## src/rtl/chg_seq_pkg.sv

```systemverilog
package chg_seq_pkg;

  parameter int PG_W = 8;

  typedef enum logic [2:0] {
    ST_SLEEP = 3'd0,
    ST_FAST  = 3'd1,
    ST_VREG  = 3'd2,
    ST_TAPER = 3'd3,
    ST_DONE  = 3'd4,
    ST_FAULT = 3'd5
  } chg_state_e;

  typedef enum logic [1:0] {
    PG_FOLLOW = 2'd0,
    PG_FORCE_ON = 2'd1,
    PG_FORCE_OFF = 2'd2,
    PG_BLINK = 2'd3
  } pg_mode_e;

  // True in the three states that drive charge current.
  function automatic logic is_charging(chg_state_e s);
    return (s == ST_FAST) || (s == ST_VREG) || (s == ST_TAPER);
  endfunction

  // True in the states that belong to the voltage-regulation phase.
  function automatic logic in_reg_phase(chg_state_e s);
    return (s == ST_VREG) || (s == ST_TAPER);
  endfunction

  // Next blink count: wraps to zero after period-1 (period 0 holds at 0).
  function automatic logic [PG_W-1:0] blink_step(logic [PG_W-1:0] cnt,
                                                 logic [PG_W-1:0] period);
    logic [PG_W:0] inc;
    inc = {1'b0, cnt} + {{PG_W{1'b0}}, 1'b1};
    if (inc >= {1'b0, period}) return '0;
    return inc[PG_W-1:0];
  endfunction

  function automatic logic blink_lit(logic [PG_W-1:0] cnt,
                                     logic [PG_W-1:0] on_time);
    return cnt < on_time;
  endfunction

endpackage

```

## src/rtl/chg_seq_timer.sv

```systemverilog
module chg_seq_timer #(
  parameter int W = 16,
  parameter int unsigned LIMIT = 1000
) (
  input  logic clk,
  input  logic rst_n,
  input  logic clr,
  input  logic run,
  output logic expired
);

  localparam logic [W-1:0] TERM = W'(LIMIT);

  logic [W-1:0] cnt;
  logic         at_term;

  assign at_term = (cnt == TERM);
  assign expired = at_term;

  always_ff @(posedge clk or negedge rst_n) begin
    if (!rst_n)                 cnt <= '0;
    else if (clr)               cnt <= '0;
    else if (run && !at_term)   cnt <= cnt + 1'b1;
  end


  paused_hold_chk: assert property (@(posedge clk) disable iff (!rst_n)
    (!clr && !run) |=> $stable(cnt));


  sat_hold_chk: assert property (@(posedge clk) disable iff (!rst_n)
    (at_term && !clr) |=> (cnt == TERM));

endmodule

```

## src/rtl/chg_seq_fsm.sv

```systemverilog
module chg_seq_fsm
  import chg_seq_pkg::*;
(
  input  logic       clk,
  input  logic       rst_n,
  input  logic       src_ok,
  input  logic       in_vreg,
  input  logic       below_taper,
  input  logic       below_term,
  input  logic       below_rch,
  input  logic       timer_en,
  input  logic       chg_reset,
  input  logic       safe_exp,
  input  logic       taper_exp,
  output chg_state_e state,
  output logic       st_taper,
  output logic       st_term,
  output logic       st_fault,
  output logic       safe_clr,
  output logic       taper_clr
);

  chg_state_e nxt;
  logic set_taper, set_term, set_fault, clr_done;
  logic safe_hit, taper_hit;

  assign safe_hit  = timer_en && safe_exp;
  assign taper_hit = timer_en && taper_exp;

  // Safety timer restarts when leaving regulation or when not charging.
  assign safe_clr  = !timer_en || !is_charging(state) ||
                     (in_reg_phase(state) && !in_vreg);
  assign taper_clr = !timer_en || (state != ST_TAPER);

  always_comb begin
    nxt       = state;
    set_taper = 1'b0;
    set_term  = 1'b0;
    set_fault = 1'b0;
    clr_done  = 1'b0;
    if (chg_reset) begin
      nxt = ST_SLEEP;
    end else if (state == ST_FAULT) begin
      nxt = ST_FAULT;
    end else if (!src_ok) begin
      nxt = ST_SLEEP;
    end else begin
      unique case (state)
        ST_SLEEP: nxt = ST_FAST;
        ST_FAST: begin
          if (below_term)    begin nxt = ST_DONE;  set_term = 1'b1;  end
          else if (safe_hit) begin nxt = ST_FAULT; set_fault = 1'b1; end
          else if (in_vreg)        nxt = ST_VREG;
        end
        ST_VREG: begin
          if (below_term)       begin nxt = ST_DONE;  set_term = 1'b1;  end
          else if (safe_hit)    begin nxt = ST_FAULT; set_fault = 1'b1; end
          else if (!in_vreg)          nxt = ST_FAST;
          else if (below_taper)       nxt = ST_TAPER;
        end
        ST_TAPER: begin
          if (below_term)        begin nxt = ST_DONE; set_term = 1'b1;  end
          else if (!in_vreg)           nxt = ST_FAST;
          else if (!below_taper)       nxt = ST_VREG;
          else if (taper_hit)    begin nxt = ST_DONE; set_taper = 1'b1; end
        end
        ST_DONE: begin
          if (below_rch) begin nxt = ST_FAST; clr_done = 1'b1; end
        end
        default: nxt = ST_SLEEP;
      endcase
    end
  end

  always_ff @(posedge clk or negedge rst_n) begin
    if (!rst_n) begin
      state    <= ST_SLEEP;
      st_taper <= 1'b0;
      st_term  <= 1'b0;
      st_fault <= 1'b0;
    end else begin
      state <= nxt;
      if (chg_reset) begin
        st_taper <= 1'b0;
        st_term  <= 1'b0;
        st_fault <= 1'b0;
      end else begin
        if (set_fault) st_fault <= 1'b1;
        if (set_term)  st_term  <= 1'b1;
        if (set_taper) st_taper <= 1'b1;
        if (clr_done) begin
          st_taper <= 1'b0;
          st_term  <= 1'b0;
        end
      end
    end
  end


  fault_latch_chk: assert property (@(posedge clk) disable iff (!rst_n)
    ((state == ST_FAULT) && !chg_reset) |=> ((state == ST_FAULT) && st_fault));


  sleep_entry_chk: assert property (@(posedge clk) disable iff (!rst_n)
    (!src_ok && !chg_reset && (state != ST_FAULT)) |=> (state == ST_SLEEP));


  term_stop_chk: assert property (@(posedge clk) disable iff (!rst_n)
    (is_charging(state) && src_ok && below_term && !chg_reset)
      |=> ((state == ST_DONE) && st_term));


  recharge_clear_chk: assert property (@(posedge clk) disable iff (!rst_n)
    ((state == ST_DONE) && src_ok && below_rch && !chg_reset)
      |=> ((state == ST_FAST) && !st_taper && !st_term));


  chg_reset_chk: assert property (@(posedge clk) disable iff (!rst_n)
    chg_reset |=> ((state == ST_SLEEP) && !st_fault && !st_taper && !st_term));

endmodule

```

## src/rtl/chg_seq_pg.sv

```systemverilog
module chg_seq_pg
  import chg_seq_pkg::*;
(
  input  logic            clk,
  input  logic            rst_n,
  input  logic            tick,
  input  logic            src_ok,
  input  logic            chg_reset,
  input  logic [1:0]      mode,
  input  logic [PG_W-1:0] on_time,
  input  logic [PG_W-1:0] period,
  output logic            pg_on,
  output logic            pg_hiz
);

  pg_mode_e        mode_e;
  logic [PG_W-1:0] blink_cnt;
  logic            lit;

  assign mode_e = pg_mode_e'(mode);

  always_ff @(posedge clk or negedge rst_n) begin
    if (!rst_n)                  blink_cnt <= '0;
    else if (mode_e != PG_BLINK) blink_cnt <= '0;
    else if (tick)               blink_cnt <= blink_step(blink_cnt, period);
  end

  always_comb begin
    unique case (mode_e)
      PG_FOLLOW:    lit = src_ok;
      PG_FORCE_ON:  lit = 1'b1;
      PG_FORCE_OFF: lit = 1'b0;
      default:      lit = blink_lit(blink_cnt, on_time);
    endcase
  end

  assign pg_hiz = chg_reset;
  assign pg_on  = lit && !chg_reset;


  blink_idle_chk: assert property (@(posedge clk) disable iff (!rst_n)
    (mode_e != PG_BLINK) |=> (blink_cnt == '0));

endmodule

```

## src/rtl/chg_seq.sv

```systemverilog
module chg_seq
  import chg_seq_pkg::*;
#(
  parameter int TMR_W = 16,
  parameter int unsigned SAFE_TICKS = 1000,
  parameter int unsigned TAPER_TICKS = 100
) (
  input  logic            clk,
  input  logic            rst_n,
  input  logic            tick,
  input  logic            ac_present,
  input  logic            ac_ovp,
  input  logic            usb_present,
  input  logic            in_vreg,
  input  logic            below_taper,
  input  logic            below_term,
  input  logic            below_rch,
  input  logic            therm_susp,
  input  logic            cfg_timer_en,
  input  logic            cfg_chg_reset,
  input  logic [1:0]      pg_mode,
  input  logic [PG_W-1:0] pg_on_time,
  input  logic [PG_W-1:0] pg_period,
  output logic            chg_en,
  output logic            det_cur_sel,
  output logic [2:0]      state_o,
  output logic            st_taper,
  output logic            st_term,
  output logic            st_fault,
  output logic            irq,
  output logic            pg_on,
  output logic            pg_hiz
);

  chg_state_e state;
  logic src_ok, tmr_run;
  logic safe_clr, taper_clr, safe_exp, taper_exp;

  assign src_ok  = (ac_present && !ac_ovp) || usb_present;
  assign tmr_run = cfg_timer_en && tick && !therm_susp;

  chg_seq_timer #(.W(TMR_W), .LIMIT(SAFE_TICKS)) u_safe_tmr (
    .clk(clk), .rst_n(rst_n), .clr(safe_clr), .run(tmr_run), .expired(safe_exp)
  );

  chg_seq_timer #(.W(TMR_W), .LIMIT(TAPER_TICKS)) u_taper_tmr (
    .clk(clk), .rst_n(rst_n), .clr(taper_clr), .run(tmr_run), .expired(taper_exp)
  );

  chg_seq_fsm u_fsm (
    .clk(clk), .rst_n(rst_n), .src_ok(src_ok), .in_vreg(in_vreg),
    .below_taper(below_taper), .below_term(below_term), .below_rch(below_rch),
    .timer_en(cfg_timer_en), .chg_reset(cfg_chg_reset),
    .safe_exp(safe_exp), .taper_exp(taper_exp),
    .state(state), .st_taper(st_taper), .st_term(st_term), .st_fault(st_fault),
    .safe_clr(safe_clr), .taper_clr(taper_clr)
  );

  chg_seq_pg u_pg (
    .clk(clk), .rst_n(rst_n), .tick(tick), .src_ok(src_ok),
    .chg_reset(cfg_chg_reset), .mode(pg_mode), .on_time(pg_on_time),
    .period(pg_period), .pg_on(pg_on), .pg_hiz(pg_hiz)
  );

  assign state_o     = state;
  assign chg_en      = is_charging(state);
  assign det_cur_sel = (state == ST_FAULT);
  assign irq         = st_taper || st_term || st_fault;


  fault_current_chk: assert property (@(posedge clk) disable iff (!rst_n)
    st_fault |-> (!chg_en || cfg_chg_reset || $rose(st_fault) || !det_cur_sel));

endmodule

```

## config.mk

```make
export PLATFORM = sky130hd
export DESIGN_NAME = chg_seq
export DESIGN_NICKNAME = d
export VERILOG_FILES = /design/src/rtl/chg_seq_pkg.sv /design/src/rtl/chg_seq_timer.sv /design/src/rtl/chg_seq_fsm.sv /design/src/rtl/chg_seq_pg.sv /design/src/rtl/chg_seq.sv
export SDC_FILE = /design/constraint.sdc
export NUM_CORES = 1
export LEC_CHECK = 0
export BUFFER_PORTS_ARGS = -buffer_cell sky130_fd_sc_hd__buf_2
export CAP_MARGIN = 20
export CELL_PAD_IN_SITES_DETAIL_PLACEMENT = 0
export CELL_PAD_IN_SITES_GLOBAL_PLACEMENT = 1
export CORE_MARGIN = 2
export CORE_UTILIZATION = 40
export CTS_CLUSTER_DIAMETER = 200
export CTS_CLUSTER_SIZE = 25
export DETAILED_ROUTE_END_ITERATION = 7
export PLACE_DENSITY = 0.73
export SLEW_MARGIN = 20
export SYNTH_ARGS = -nofsm -noshare
export SYNTH_HDL_FRONTEND = slang
export SYNTH_SLANG_ARGS = --single-unit
```

## constraint.sdc

```tcl
create_clock -name clk -period 2.8 [get_ports clk]
set_input_delay 0.42 -clock clk [delete_from_list [all_inputs] [get_ports clk]]
set_output_delay 0.42 -clock clk [all_outputs]
set_load 0.02 [all_outputs]
```

---- Yosys cells after proc, flatten, opt, wreduce, memory -nomap -nowiden ----
Index checks and enable logic that the tools add are counted.
cells by class
  add/sub/neg operators ................... 3
  multiply operators ...................... 0
  div/mod/pow operators ................... 0
  magnitude comparators ................... 2
  equality and inequality tests ........... 15
  shifts and indexed selects .............. 0
  muxes and demuxes ....................... 60
  bitwise operators ....................... 0
  reductions and logical operators ........ 37
operator list
  kind                                                                      count
  16-bit two-way mux                                                        4
  3-bit two-way mux                                                         15
  1-bit two-way mux                                                         35
  16-bit by 1-bit adder with 16-bit output (second input constant)          2
  8-bit two-way mux                                                         4
  16-bit by 10-bit equality test with 1-bit output (second input constant)  1
  16-bit by 7-bit equality test with 1-bit output (second input constant)   1
  8-bit != test (second input constant)                                     2
  3-bit one-hot mux with 5 select lines                                     1
  8-bit by 1-bit adder with 9-bit output (second input constant)            1
  9-bit by 8-bit greater-or-equal comparator with 1-bit output              1
  1-bit logical AND                                                         9
  1-bit logical OR                                                          9
  1-bit logical NOT                                                         8
  8-bit less-than comparator                                                1
  2-bit nonzero test                                                        4
  7-bit != test (second input constant)                                     1
  3-bit by 2-bit equality test with 1-bit output (second input constant)    2
  3-bit equality test (second input constant)                               2
  3-bit nonzero test                                                        2
  5-bit != test (second input constant)                                     1
  4-bit AND reduction                                                       1
  3-bit by 1-bit equality test with 1-bit output (second input constant)    1
  3-bit logical NOT                                                         1
  8 further kinds                                                           8
word-level totals
  register bits ........................... 46
  latch bits .............................. 0
  memory bits (writable) .................. 0
  memory bits (read-only) ................. 0
  input port bits ......................... 31
  output and inout bits ................... 11
  logic and storage cells ................. 124
  memories kept ........................... 0

---- Longest topological paths before layout ----
Gate-level depths: netlist (run 1).
  depth after elaboration ................. 13
  depth in mapped cells ................... 10

---- Cells and area by module ----
A second synthesis (run 1) with hierarchy kept.
second synthesis, totals
  cell total of the unflattened synthesis .. 346
  area, all modules ....................... 3181.8 um^2
modules (own cells, without submodules)
  module                        instances  cells an instance  area each (um^2)  seq. area each (um^2)
  chg_seq_timer at u_safe_tmr   1          91                 904.6             400.4
  chg_seq_timer at u_taper_tmr  1          92                 894.6             400.4
  chg_seq_pg                    1          94                 843.3             200.2
  chg_seq_fsm                   1          60                 499.2             150.1
  chg_seq                       1          9                  40.0              0.0

---- Least setup slack after synthesis (run 1) ----
OpenSTA, ideal clock, no wires.
  kind .................................... register to register
  start point ............................. register u_pg.blink_cnt[0]
  end point ............................... register u_pg.blink_cnt[2]
  data arrival time ....................... 2.499 ns
  data required time ...................... 2.699 ns
  setup slack ............................. 0.200 ns
  cell stages (with the launch flop) ...... 11
  buffers on the path ..................... 0
  clock period less this slack ............ 2.600 ns
  cell sequence ........................... dfrtp_1 -> ha_1 -> and3_1 -> nand2b_1 -> nand2_1 -> ha_1 -> a21o_1 -> a2111o_1 -> a31oi_4 -> o21ai_0 -> o311ai_2
between the ends
  word-level cells in the longest chain between the ends .. 8
RTL lines
  item                                                          line               RTL
  from (decl)                                                   chg_seq_pg.sv:17   logic [PG_W-1:0] blink_cnt;
  from (signal assigned)                                        chg_seq_pg.sv:25   else if (tick) blink_cnt <= blink_step(blink_cnt, period);
  8-bit by 1-bit adder with 9-bit output (*)                    chg_seq_pkg.sv:35  inc = {1'b0, cnt} + {{PG_W{1'b0}}, 1'b1};
  9-bit by 8-bit greater-or-equal comparator with 1-bit output  chg_seq_pkg.sv:36  if (inc >= {1'b0, period}) return '0;
  1-bit two-way mux                                             chg_seq_pkg.sv:36
  1-bit two-way mux                                             chg_seq_pg.sv:25
  1-bit two-way mux                                             chg_seq_pg.sv:24   else if (mode_e != PG_BLINK) blink_cnt <= '0;
  8-bit two-way mux (*)                                         chg_seq_pkg.sv:37  return inc[PG_W-1:0];
  8-bit two-way mux (*)                                         chg_seq_pg.sv:25
  8-bit two-way mux (*)                                         chg_seq_pg.sv:24
Mark *: on every way between the ends. The rest lies on a longest branch, timed or not. The select of a mux whose other input is x is not followed.
A chain may end at the register's enable or synchronous reset.

---- Worst setup path in the final report (run 1) ----
  start point ............................. register u_pg.blink_cnt[4]
  end point ............................... register u_pg.blink_cnt[2]
between the ends
  word-level cells in the longest chain between the ends .. 8
RTL lines
  item                                                          line
  8-bit by 1-bit adder with 9-bit output                        chg_seq_pkg.sv:35
  9-bit by 8-bit greater-or-equal comparator with 1-bit output  chg_seq_pkg.sv:36
  1-bit two-way mux                                             chg_seq_pkg.sv:36
  1-bit two-way mux                                             chg_seq_pg.sv:25
  1-bit two-way mux                                             chg_seq_pg.sv:24
  8-bit two-way mux                                             chg_seq_pkg.sv:37
  8-bit two-way mux                                             chg_seq_pg.sv:25
  8-bit two-way mux                                             chg_seq_pg.sv:24
Every way passes these cells. The select of a mux whose other input is x is not followed.

==> impl_metrics.tcl, run 1 <==
set metrics [dict create \
    worst-slew-pin-transition_ns 0.689 \
    wl_um 6950 \
    hold_path_class "primary input to async pin" \
    synthTopCellsByCount "dfrtp_1, nor2_1, inv_1" \
    yosysTopAreaCell "dfrtp_1" \
    netlist-cell-type-count 54 \
    syn2layout_area_growth_pct 13.7 \
    cts_max_level 2 \
    setup_viol 0 \
    yosysSeqAreaShare_pct 36.5 \
    drive_above_1_share_pct 18.8 \
    skew_ns 0.00601 \
    first_pass_iters 4 \
    cp_max_fo 4 \
    clock_sinks 46 \
    mappedNetlistNets 397 \
    clk_latency_ns 0.29 \
    ir_drop_mv 0.188 \
    path_delay_family "compound AO/OA/AOI/OAI gates" \
    crit_buf_inv 0 \
    gp_congestion 0.821 \
    cts_buffers 5 \
    synth_ff_type "dfrtp_1" \
    wl_per_cell_um 14.0 \
    worst_setup_path_start_kind "flip-flop" \
    p_leak_nw 1.57 \
    grt_pass1_wl_um 11800 \
    ant_nets 0 \
    crit_slowest_cell "a2111o_1" \
    hpwlAfterDp_um 5290 \
    clk_pin_slew_worst_paths_ns 0.08 \
    finalCriticalPeriod_ns 2.64 \
    grt_pass1_vias 2515 \
    die_h_um 92.8 \
    core_area_um2 7690 \
    synth_most_common_cell "dfrtp_1" \
    syn-cell-area_um2 3150 \
    drc 0 \
    finalSetupTns_ns 0 \
    tritoncts "yes" \
    synth_top_area_share_pct 36.5 \
    cap_violations 0 \
    grt_max_degree 27 \
    io_pins 42 \
    vias 2609 \
    required_ns 3.00 \
    crit_path_end_kind "flip-flop" \
    start_util_pct 41.0 \
    drt_iter0_drc 75 \
    rows 32 \
    path_class "flip-flop to flip-flop" \
    drv_slew 0 \
    fmax_mhz 379 \
    root_buffer "clkbuf_8" \
    rsz0062_at_grt "no" \
    nets 444 \
    viasPerCell 5.26 \
    hold_viol_final 0 \
    syn_inst 346 \
    synth_edf_count 0 \
    status "completed" \
    cts_hold_buffers 0 \
    diodes 0 \
    overflow 0 \
    path_cells "and3_1 > and3_2 > nand2b_1 > nand2_1 > ha_1 > a21o_1 > a2111o_1 > a31oi_4 > o21ai_0 > o311ai_2" \
    clk_path_buf_depth 2 \
    antenna_found_initial 0 \
    chipWidth_um 92.8 \
    holdWs_ns 0.0790 \
    post-route-period-util_pct 94.3 \
    cpPeakStageDelay_ns 0.48 \
    synthTopCellsByArea "dfrtp_1, ha_1, xnor2_1" \
    slew_headroom_pct 54.0 \
    grt_usage_pct 16.9 \
    arrival_ns 2.84 \
    synth.avg_cell_area_um2 9.12 \
    synth_warnings 0 \
    power-per-cell-area_nw_per_um2 353 \
    ys_ff_latch 46 \
    port_buffers 41 \
    die_area_um2 8610 \
    ys_async_sr_fraction_pct 100 \
]
worst register-to-register path: stages (launching register included):
cell and delay (ns):
dfrtp_1 0.42, and3_1 0.20, and3_2 0.24, nand2b_1 0.16
nand2_1 0.08, ha_1 0.24, a21o_1 0.17, a2111o_1 0.48
a31oi_4 0.17, o21ai_0 0.16, o311ai_2 0.23
routing by layer:
| metal | up-vias | global-route usage, % | wire length [um] |
|---|---|---|---|
| li1 | 1329 | - | - |
| met1 | 1241 | 23.8 | 3500 |
| met2 | 35 | 27.1 | 3160 |
| met3 | 4 | 3.09 | 225 |
| met4 | 0 | 3.92 | 59 |
| met5 | - | 0 | 0 |
per-stage QoR:
step           cell area, um^2  setup slack, ns  instances  util, %  total power, mW
5_1_grt                   3590           0.0211        496     46.7             1.33
3_5_place_dp              3490            0.155        487     45.4            0.864
2_1_floorplan             3150            0.200        346        -            0.789
4_1_cts                   3580            0.137        495     46.5             1.29
3_3_place_gp              3490            0.242        487     45.4            0.863
6_report                  3590            0.160        496     46.7             1.27
flip-flops by register name (all words and copies together) (netlist names):
signal,flops
u_fsm.st_term,1
u_fsm.st_fault,1
u_fsm.state,3
u_pg.blink_cnt,8
u_taper_tmr.cnt,16
u_safe_tmr.cnt,16
u_fsm.st_taper,1
report_power, final:
group	switching, mW	leakage [nW]	internal (mW)	total (mW)
sequential	0.00689	0.641	0.669	0.676
clock	0.219	0.0482	0.200	0.419
combinational	0.107	0.880	0.0645	0.171
total	0.333	1.57	0.933	1.27
path summary, 6_finish.rpt:
| path | from | end | slack [ns] | cells past startpoint |
|---|---|---|---|---|
| min | rst_n | u_safe_tmr.cnt[12] | 0.08 | 1 |
| max in group asynchronous | rst_n | u_pg.blink_cnt[2] | 1.99 | 2 |
| min in group clk | cfg_chg_reset | u_fsm.state[2] | 0.36 | 2 |
| max reg2reg | u_pg.blink_cnt[4] | u_pg.blink_cnt[2] | 0.16 | 10 |
| max | u_pg.blink_cnt[4] | u_pg.blink_cnt[2] | 0.16 | 10 |
| min reg2reg | u_fsm.st_fault | u_fsm.st_fault | 0.54 | 1 |
area by class of cell:
cell class / count / area (um^2)
Fill cell: 782 / 4100
Multi-Input combinational cell: 262 / 1840
Sequential cell: 46 / 1150
Timing Repair Buffer: 51 / 280
Tap cell: 102 / 128
Inverter: 27 / 101
Clock buffer: 7 / 86.3
Clock inverter: 1 / 5.00
cell usage in the layout, fill, tap and decap left out, types with 4 or more instances in the layout:
cell       n
xnor2_1   25
nand3_1   17
nor2_1    40
nor3_1     9
nor4b_2    4
and4_1     5
or3_1      4
nand2b_1   6
buf_4     10
inv_1     27
nand4_1    9
clkbuf_8   6
nand3b_1   4
nor4_1     8
nor2b_1    4
buf_2     41
ha_1      20
a211oi_1   4
a32o_1     5
nand2_1   26
xor2_1     7
a21oi_1   11
o21ai_0   13
dfrtp_1   46
and3_1     5
what timing repair did:
action                     4_1_cts  5_1_grt
setup endpoints to repair        0        1
gates resized for setup          0        1
buffers inserted                 0        1
kinds of logic (layout without fill, tap and decap cells):
group	after synthesis	in the layout	share of synthesized area, %
and+or+nand+nor	156	156	28.4
AOI/OAI and AO/OA	52	52	12.2
DFF	46	46	36.5
buffers and inverters	38	86	5.35
xor gates and xnor gates	32	32	8.89
adders and majority gates	20	20	7.93
muxes	2	2	0.714
Note: power is estimated with default switching activity, not from simulation.
==> inputs of run 2 (changes only) <==
Settings changed: CORE_UTILIZATION 40 to 43, PLACE_DENSITY 0.73 to 0.75.
Clock period 2.8 ns to 3 ns, I/O delays scaled along.
==> impl_metrics.tcl, run 2 (synthesis results as in run 1) <==
set metrics [dict create \
    grt_max_degree 47 \
    top_regs "u_safe_tmr.cnt x16, u_taper_tmr.cnt x16, u_pg.blink_cnt x8" \
    cts_max_level 2 \
    drc 0 \
    die_area_um2 8040 \
    grt_pass1_wl_um 11800 \
    wl_per_cell_um 13.9 \
    io_pins 42 \
    final_common_cell "dfrtp_1" \
    hold_viol_final 0 \
    cts_buffers 5 \
    post-route-period-util_pct 91.4 \
    clk_latency_ns 0.31 \
    syn2layout_area_growth_pct 12.9 \
    worst-slew-pin-transition_ns 0.757 \
    crit_slowest_cell "a2111o_1" \
    drive_above_1_share_pct 17.5 \
    vias 2583 \
    cap_violations 0 \
    cpPeakStageDelay_ns 0.47 \
    grt_pass1_vias 2450 \
    cts_resized 0 \
    chipWidth_um 89.6 \
    finalCriticalPeriod_ns 2.74 \
    holdWs_ns 0.142 \
    arrival_ns 2.96 \
    grt_usage_pct 19.0 \
    root_buffer "clkbuf_8" \
    nets 438 \
    crit_path_end_kind "flip-flop" \
    gp_congestion 0.809 \
    clk_path_buf_depth 2 \
    wl_um 6760 \
    rows 31 \
    ant_nets 0 \
    finish.utilization_pct 49.6 \
    fmax_mhz 365 \
    layout_common_cells "dfrtp_1, nor2_1, buf_2" \
    clk_pin_slew_worst_paths_ns 0.09 \
    path_class "flip-flop to flip-flop" \
    required_ns 3.22 \
    path_cells "ha_2 > and3_1 > nand2b_1 > nand2_1 > ha_1 > a21o_1 > a2111o_1 > a31oi_4 > o21ai_0 > o311ai_2" \
    start_util_pct 44.0 \
    hold_path_class "primary input to async pin" \
    port_buffers 41 \
    status "completed" \
    drt_iter0_drc 119 \
    ir_drop_mv 0.161 \
    first_pass_iters 4 \
    power-per-cell-area_nw_per_um2 353 \
    slew_headroom_pct 49.3 \
    clock_sinks 46 \
    viasPerCell 5.30 \
    drv_slew 0 \
    worst_setup_path_start_kind "flip-flop" \
    rsz0062_at_grt "no" \
    overflow 0 \
    p_leak_nw 1.54 \
    antenna_found_initial 0 \
    hpwlAfterDp_um 4930 \
    cp_max_fo 7 \
    core_area_um2 7180 \
    die_h_um 89.6 \
    finalSetupTns_ns 0 \
    cts_hold_buffers 0 \
    cts_setup_buffers 0 \
    setup_viol 0 \
    skew_ns 0.0105 \
    tritoncts "yes" \
    diodes 0 \
]
run 2: cell count changes in the layout (fill, tap and decap cells not counted):
cell,previous run,this run
and3_2,1,0
ha_2,0,1
bufinv_16,0,1
clkbuf_8,6,5
and3_1,5,6
buf_4,10,5
clkinvlp_4,0,1
buf_2,41,40
clkinv_2,1,0
ha_1,20,19
run 2: final cells by class:
class / instances / area, um^2
Clock buffer: 6 / 72.6
Clock inverter: 2 / 37.5
Fill cell: 725 / 3610
Inverter: 27 / 101
Multi-Input combinational cell: 262 / 1840
Sequential cell: 46 / 1150
Tap cell: 99 / 124
Timing Repair Buffer: 45 / 238
run 2: routing by layer:
metal  global-route usage [%]  wire [um]  vias up
met5                        0          0        -
met4                     5.56         70        0
met3                     4.84        227        6
met2                     29.2       3070       45
met1                     26.5       3390     1214
li1                         -          -     1318
run 2: worst max-delay path, delay by kind of cell (launching register included):
family,cells,cell delay (ns)
adder cells (fa/ha/maj),2,0.55
AND/OR/NAND/NOR,3,0.47
AO/OA/AOI/OAI,5,1.18
flip-flops,1,0.45
run 2: worst paths after layout:
path,start,to,slack [ns],cells past startpoint
max,u_pg.blink_cnt[0],u_pg.blink_cnt[2],0.26,10
min,rst_n,u_safe_tmr.cnt[12],0.14,1
max reg2reg,u_pg.blink_cnt[0],u_pg.blink_cnt[2],0.26,10
min reg2reg,u_fsm.st_taper,u_fsm.st_taper,0.53,2
max in group asynchronous,rst_n,u_taper_tmr.cnt[8],2.44,1
min in group clk,cfg_chg_reset,u_fsm.state[2],0.37,2
run 2: per-stage QoR:
stage | cells | power, mW | worst slack [ns] | area [um^2]
after floorplan | 346 | 0.737 | 0.400 | 3150
after global placement | 479 | 0.799 | 0.304 | 3450
after detailed placement | 479 | 0.799 | 0.234 | 3450
after CTS | 487 | 1.28 | 0.208 | 3560
after global routing | 487 | 1.32 | 0.0489 | 3560
final | 487 | 1.26 | 0.258 | 3560
run 2: power breakdown:
part / switching [mW] / leakage, nW / internal (mW) / total [mW]
logic: 0.0906 / 0.848 / 0.0562 / 0.147
clock network: 0.223 / 0.0514 / 0.249 / 0.472
registers: 0.0133 / 0.641 / 0.625 / 0.638
